**config.mk**
```make
export PLATFORM = sky130hd
export DESIGN_NAME = irq_vector_ctrl
export DESIGN_NICKNAME = d
export VERILOG_FILES = /design/src/rtl/ivc_pkg.sv /design/src/rtl/ivc_ctrl.sv /design/src/rtl/ivc_datapath.sv /design/src/rtl/irq_vector_ctrl.sv
export SDC_FILE = /design/constraint.sdc
export NUM_CORES = 1
export LEC_CHECK = 0
export BUFFER_PORTS_ARGS = -buffer_cell sky130_fd_sc_hd__buf_2
export CAP_MARGIN = 20
export CORE_MARGIN = 5
export CORE_UTILIZATION = 30
export CTS_CLUSTER_DIAMETER = 80
export DETAILED_ROUTE_END_ITERATION = 12
export PLACE_DENSITY = 0.59
export SLEW_MARGIN = 20
export SYNTH_ARGS = -nofsm -noshare
export SYNTH_HDL_FRONTEND = slang
export SYNTH_SLANG_ARGS = --single-unit
```
**constraint.sdc**
```tcl
create_clock -name clk -period 1.8 [get_ports clk]
set_input_delay 0.45 -clock clk [delete_from_list [all_inputs] [get_ports clk]]
set_output_delay 0.45 -clock clk [all_outputs]
set_load 0.005 [all_outputs]
```
**src/rtl/ivc_pkg.sv**
```systemverilog
package ivc_pkg;
  localparam int DATA_W = 8;
  localparam int ADDR_W = 3;
  localparam int CODE_W = 6;

  localparam logic [ADDR_W-1:0] ADR_CTRL   = 3'd0;
  localparam logic [ADDR_W-1:0] ADR_VEC    = 3'd1;
  localparam logic [ADDR_W-1:0] ADR_ST_SER = 3'd2;
  localparam logic [ADDR_W-1:0] ADR_ST_DMA = 3'd3;
  localparam logic [ADDR_W-1:0] ADR_ST_TMR = 3'd4;
  localparam logic [ADDR_W-1:0] ADR_EN_SER = 3'd5;
  localparam logic [ADDR_W-1:0] ADR_EN_DMA = 3'd6;
  localparam logic [ADDR_W-1:0] ADR_EN_TMR = 3'd7;

  typedef struct packed {
    logic wrCtrl;
    logic wrVec;
    logic wrEnSer;
    logic wrEnDma;
    logic wrEnTmr;
    logic ackLatch;
  } strobe_t;
endpackage

```
**src/rtl/ivc_ctrl.sv**
```systemverilog
module ivc_ctrl
  import ivc_pkg::*;
(
  input  logic              clk,
  input  logic              rstN,
  input  logic [ADDR_W-1:0] regAddr,
  input  logic              regWrEn,
  input  logic              ackStrobe,
  output strobe_t           strobes
);
  always_comb begin
    strobes          = '0;
    strobes.ackLatch = ackStrobe;
    if (regWrEn) begin
      unique case (regAddr)
        ADR_CTRL:   strobes.wrCtrl  = 1'b1;
        ADR_VEC:    strobes.wrVec   = 1'b1;
        ADR_EN_SER: strobes.wrEnSer = 1'b1;
        ADR_EN_DMA: strobes.wrEnDma = 1'b1;
        ADR_EN_TMR: strobes.wrEnTmr = 1'b1;
        default: ;
      endcase
    end
  end

  // at most one register write strobe per cycle; status addresses raise none
  a_r2_one_write: assert property (@(posedge clk) disable iff (!rstN)
    $onehot0({strobes.wrCtrl, strobes.wrVec, strobes.wrEnSer, strobes.wrEnDma, strobes.wrEnTmr}));
  a_r2_status_no_strobe: assert property (@(posedge clk) disable iff (!rstN)
    (regWrEn && (regAddr == ADR_ST_SER || regAddr == ADR_ST_DMA || regAddr == ADR_ST_TMR))
      |-> !(strobes.wrCtrl || strobes.wrVec || strobes.wrEnSer || strobes.wrEnDma || strobes.wrEnTmr));
endmodule

```
**src/rtl/ivc_datapath.sv**
```systemverilog
module ivc_datapath
  import ivc_pkg::*;
#(
  parameter int NUM_SER = 8,
  parameter int NUM_DMA = 8,
  parameter int NUM_TMR = 4,
  localparam int NUM_SRC = NUM_SER + NUM_DMA + NUM_TMR
)(
  input  logic              clk,
  input  logic              rstN,
  input  strobe_t           strobes,
  input  logic [ADDR_W-1:0] regAddr,
  input  logic [DATA_W-1:0] regWrData,
  input  logic [NUM_SRC-1:0] reqIn,
  output logic [DATA_W-1:0] regRdData,
  output logic              irqOut,
  output logic [DATA_W-1:0] vecOut
);
  localparam int SER_LO = 0;
  localparam int DMA_LO = NUM_SER;
  localparam int TMR_LO = NUM_SER + NUM_DMA;
  localparam logic [CODE_W-1:0] IDLE_CODE = '1;

  logic [NUM_SER-1:0] enSer;
  logic [NUM_DMA-1:0] enDma;
  logic [NUM_TMR-1:0] enTmr;
  logic               groupSwap;
  logic               modVec;
  logic [DATA_W-1:0]  vecBase;
  logic [CODE_W-1:0]  codeQ;

  logic [NUM_SER-1:0] reqSer, actSer;
  logic [NUM_DMA-1:0] reqDma, actDma;
  logic [NUM_TMR-1:0] reqTmr, actTmr;
  logic [NUM_SRC-1:0] ordered;
  logic [CODE_W-1:0]  winCode;
  logic               anyPending;

  assign reqSer = reqIn[SER_LO +: NUM_SER];
  assign reqDma = reqIn[DMA_LO +: NUM_DMA];
  assign reqTmr = reqIn[TMR_LO +: NUM_TMR];

  // masking, one gate per source
  for (genvar s = 0; s < NUM_SER; s++) begin : g_ser
    assign actSer[s] = reqSer[s] & enSer[s];
  end
  for (genvar d = 0; d < NUM_DMA; d++) begin : g_dma
    assign actDma[d] = reqDma[d] & enDma[d];
  end
  for (genvar t = 0; t < NUM_TMR; t++) begin : g_tmr
    assign actTmr[t] = reqTmr[t] & enTmr[t];
  end

  // bit 0 of ordered is the top-ranked source
  always_comb begin
    if (groupSwap) ordered = {actTmr, actSer, actDma};
    else           ordered = {actTmr, actDma, actSer};
  end

  always_comb begin
    winCode = IDLE_CODE;
    for (int i = NUM_SRC - 1; i >= 0; i--) begin
      if (ordered[i]) winCode = CODE_W'(i);
    end
  end

  assign anyPending = |ordered;
  assign irqOut     = |{actTmr, actDma, actSer};

  // configuration registers
  always_ff @(posedge clk or negedge rstN) begin
    if (!rstN) begin
      enSer     <= '0;
      enDma     <= '0;
      enTmr     <= '0;
      groupSwap <= 1'b0;
      modVec    <= 1'b0;
      vecBase   <= '0;
    end else begin
      if (strobes.wrCtrl) begin
        groupSwap <= regWrData[0];
        modVec    <= regWrData[1];
      end
      if (strobes.wrVec)   vecBase <= regWrData;
      if (strobes.wrEnSer) enSer   <= regWrData[NUM_SER-1:0];
      if (strobes.wrEnDma) enDma   <= regWrData[NUM_DMA-1:0];
      if (strobes.wrEnTmr) enTmr   <= regWrData[NUM_TMR-1:0];
    end
  end

  // code capture at acknowledge
  always_ff @(posedge clk or negedge rstN) begin
    if (!rstN)                 codeQ <= IDLE_CODE;
    else if (strobes.ackLatch) codeQ <= winCode;
  end

  always_comb begin
    if (modVec) vecOut = {vecBase[DATA_W-1:CODE_W], codeQ};
    else        vecOut = vecBase;
  end

  always_comb begin
    regRdData = '0;
    unique case (regAddr)
      ADR_CTRL:   regRdData = {{(DATA_W-2){1'b0}}, modVec, groupSwap};
      ADR_VEC:    regRdData = vecBase;
      ADR_ST_SER: regRdData = DATA_W'(reqSer);
      ADR_ST_DMA: regRdData = DATA_W'(reqDma);
      ADR_ST_TMR: regRdData = DATA_W'(reqTmr);
      ADR_EN_SER: regRdData = DATA_W'(enSer);
      ADR_EN_DMA: regRdData = DATA_W'(enDma);
      ADR_EN_TMR: regRdData = DATA_W'(enTmr);
      default: ;
    endcase
  end

  // with every enable clear the request line stays low
  a_r3_masked_quiet: assert property (@(posedge clk) disable iff (!rstN)
    (enSer == '0 && enDma == '0 && enTmr == '0) |-> !irqOut);
  // the captured code moves only on an acknowledge
  a_r9_code_hold: assert property (@(posedge clk) disable iff (!rstN)
    !strobes.ackLatch |=> $stable(codeQ));
  // an empty acknowledge leaves the idle code
  a_r10_idle_code: assert property (@(posedge clk) disable iff (!rstN)
    (strobes.ackLatch && !irqOut) |=> (codeQ == IDLE_CODE));
  // a real winner always carries an in-range code
  a_r4_code_range: assert property (@(posedge clk) disable iff (!rstN)
    (strobes.ackLatch && irqOut) |=> (int'(codeQ) < NUM_SRC));
  // modified vector keeps the programmed top bits
  a_r8_top_bits: assert property (@(posedge clk) disable iff (!rstN)
    modVec |-> (vecOut[DATA_W-1:CODE_W] == vecBase[DATA_W-1:CODE_W]));
endmodule

```
**src/rtl/irq_vector_ctrl.sv**
```systemverilog
module irq_vector_ctrl
  import ivc_pkg::*;
#(
  parameter int NUM_SER = 8,
  parameter int NUM_DMA = 8,
  parameter int NUM_TMR = 4,
  localparam int NUM_SRC = NUM_SER + NUM_DMA + NUM_TMR
)(
  input  logic               clk,
  input  logic               rstN,
  input  logic [NUM_SRC-1:0] reqIn,
  input  logic [ADDR_W-1:0]  regAddr,
  input  logic               regWrEn,
  input  logic [DATA_W-1:0]  regWrData,
  output logic [DATA_W-1:0]  regRdData,
  input  logic               ackStrobe,
  output logic               irqOut,
  output logic [DATA_W-1:0]  vecOut
);
  strobe_t strobes;

  ivc_ctrl u_ctrl (
    .clk       (clk),
    .rstN      (rstN),
    .regAddr   (regAddr),
    .regWrEn   (regWrEn),
    .ackStrobe (ackStrobe),
    .strobes   (strobes)
  );

  ivc_datapath #(
    .NUM_SER (NUM_SER),
    .NUM_DMA (NUM_DMA),
    .NUM_TMR (NUM_TMR)
  ) u_dp (
    .clk       (clk),
    .rstN      (rstN),
    .strobes   (strobes),
    .regAddr   (regAddr),
    .regWrData (regWrData),
    .reqIn     (reqIn),
    .regRdData (regRdData),
    .irqOut    (irqOut),
    .vecOut    (vecOut)
  );
endmodule

```
==> impl_metrics.yaml <==
run_status:
  status: "finished, violations left"
  violations: "negative setup slack"
sta:
  finalHoldViolCount: 0
  setup_tns_ps: -1450
  fin_crit_sh_pct: 127
  period_minus_slack_ps: 2280
  max_freq_mhz: 438
  worstMarginPinSlew_ps: 441
  report.final.slew_viol_count: 0
  layout_setup_ws_ps: -483
  skew_ps: 6.29
  setup_viol: 6
  slew-limit-headroom_pct: 70.5
  rsz0062_at_grt: "true"
routing:
  via_count: 2555
  detail-route-antenna-nets: 0
  route.detailed.drc: 0
  routed_wl_um: 8510
  drtIter0Drc: 184
  vias_per_cell: 5.30
  drt-pass1-iter-count: 4
  avgRoutedWirePerCell_um: 17.7
grt:
  grt_pass1_vias: 2486
  gr-usage-all-layers_pct: 16.4
  grt_first_pass_wirelength_um: 13300
  grt_overflow: 0
  antenna_found_initial: 0
  grt_max_degree: 41
synthesis:
  yosysMostFrequentCell: "mux2_2"
  ys_types: 55
  synth-async-reset-ratio_pct: 100
  ys_top_cells_by_area: "dfrtp_1 30%, mux2_2 17%, dfstp_2 6.3%"
  synth_ff_type: "dfrtp_1"
  post-synth-top-area-cell: "dfrtp_1"
  ys_top_cells_by_count: "38 x mux2_2, 30 x dfrtp_1, 28 x nand2_1"
  synth_top_area_share_pct: 29.8
  ys_seq_area_share_pct: 36.1
  syn_area_um2: 2520
  synthCells: 255
  synth_seq_cells: 36
  synth_edf_count: 0
  syn-num-nets: 290
  ys_warn_count: 0
  syn_area_per_cell_um2: 9.88
clock_tree:
  cts_sinks: 36
  worstSkewPairLatency_ps: 290
  clk_pin_slew_worst_paths_ps: 80
  clockBufferDepth: 2
  cts-buffers-inserted: 5
  cts_root_buf: "clkbuf_8"
  cts_tree: "done"
  ctsHtreeMaxLevel: 2
  hold_buffers: 0
critical_path:
  critical_path_buf_inv_count: 1
  path_delay_family: "simple AND/OR/NAND/NOR gates"
  regToRegEndpoint: "u_dp.codeQ[1]$_DFFE_PN1P_"
  crit_chain: "a22oi_2, nand2_2, or3_1, or3_1, buf_2"
  path_max_fanout: 2
  cp-end-kind: "output port"
  reg2reg_slack_ps: -310
  worstPathRequired_ps: 1350
  cp-start-kind: "flop"
  r2r_start: "u_dp.enTmr[1]$_DFFE_PN0P_"
  max_stage_delay_ps: 390
  cpMostUsedCell: "or3_1"
  crit_slowest_cell: "dfrtp_1"
  r2r_cells: 14
  worstSetupPathType: "reg2out"
  critical_path_arrival_ps: 1830
  crit_start: "u_dp.enTmr[1]$_DFFE_PN0P_"
place:
  placed_area_um2: 3340
  io_buffers: 51
  dp_cells: 459
  place_congestion: 0.927
  dpl.hpwl_um: 6620
layout:
  fin_cells: 482
  insertedDiodeCount: 0
  syn2layout_area_growth_pct: 50.3
  drive_above_1_share_pct: 54.4
  fin_util_pct: 46.1
  final_nets: 411
  postLayoutCellArea_um2: 3780
floorplanning:
  die_w_um: 102
  rows: 33
  coreArea_um2: 8220
  fp.dieArea_um2: 10300
  die_h_um: 102
  ios: 52
  initial_core_util_pct: 30.7
pwr:
  p_total_mw: 3.53
  total_leakage_power_nw: 1.70
  power_per_cell_area_nw_per_um2: 934
  irDropWorstVdd_mv: 0.384
flow_run:
  maxCapViolations: 0
worst_hold_path:
  hold_path_class: "in2async"
[placed cells by master (no fill, tap or decap), drive strengths merged, types with 3 or more instances in the layout]
cell / Yosys / final
clkbuf: 3 / 7
nor2b: 4 / 4
nand2: 28 / 28
o21a: 3 / 3
nand4: 5 / 5
dfrtp: 30 / 30
nand3: 19 / 19
mux2: 40 / 40
a22o: 3 / 3
mux2i: 10 / 10
o2111ai: 6 / 6
nor3: 3 / 3
o21ai: 20 / 20
nor2: 9 / 9
a22oi: 8 / 8
nand3b: 6 / 6
buf: 13 / 129
dfstp: 6 / 6
inv: 5 / 5
[registers in the layout (all words and copies together) (netlist names)]
signal	cells
u_dp.vecBase	8
u_dp.enTmr	4
u_dp.codeQ	6
u_dp.modVec	1
u_dp.enSer	8
u_dp.groupSwap	1
u_dp.enDma	8
[cell families after synthesis]
logic type,synth area share [%]
AND/OR/NAND/NOR,19.1
multiplexers,21.9
AO/OA/AOI/OAI,18.2
buffers and inverters,4.77
flip-flops,36.1
[worst max path at each step]
stage                              end  cells past startpoint
after floorplan           regRdData[1]                      7
after global placement          irqOut                      6
after detailed placement        irqOut                      6
after CTS                       irqOut                      5
after global routing            irqOut                      5
final                           irqOut                      5
[where the power goes]
part           switching, mW  internal, mW  leakage, nW  total (mW)
combinational          0.709         0.900         1.23        1.61
clock                  0.304         0.411       0.0552       0.716
sequential             0.181          1.03        0.420        1.21
total                   1.19          2.34         1.70        3.53
[timing repair]
action | in CTS | in global routing
pin swaps | 6 | 9
setup endpoints to repair | 13 | 12
gates cloned | 0 | 1
buffers inserted | 12 | 3
resized for setup | 24 | 31
[through the flow]
step / hold slack, ps / worst slack, ps
finish: 84.8 / -483
global route: 122 / -532
CTS: 103 / -458
detailed placement: 414 / -386
global placement: 416 / -356
floorplan: 154 / -27.9
[worst reg2reg max path: stages, from the launching register on]
cell,delay [ps]
dfrtp_1,390
a22oi_2,230
buf_4,150
buf_6,80
buf_6,80
buf_6,80
buf_6,80
buf_6,90
buf_6,80
buf_6,80
buf_6,80
buf_6,90
nor2_2,30
o311a_1,380
o21ai_2,120
[final cells by class]
type	count	area [um2]
clock inverter	2	35.0
multi-input combinational	198	1600
inverter	5	18.8
timing repair buffer	130	1020
sequential	36	911
tap	105	131
clock buffer	6	72.6
fill	771	4430
[per-layer routing]
layer  track usage (%)  part of all wire [%]  up-vias
li1                  -                     -     1222
met1              22.4                    44     1248
met2              27.6                    50       72
met3              2.75                   4.8       13
met4              2.97                   1.5        0
met5                 0                     0        -
Note: power is estimated with default switching activity, not from simulation.
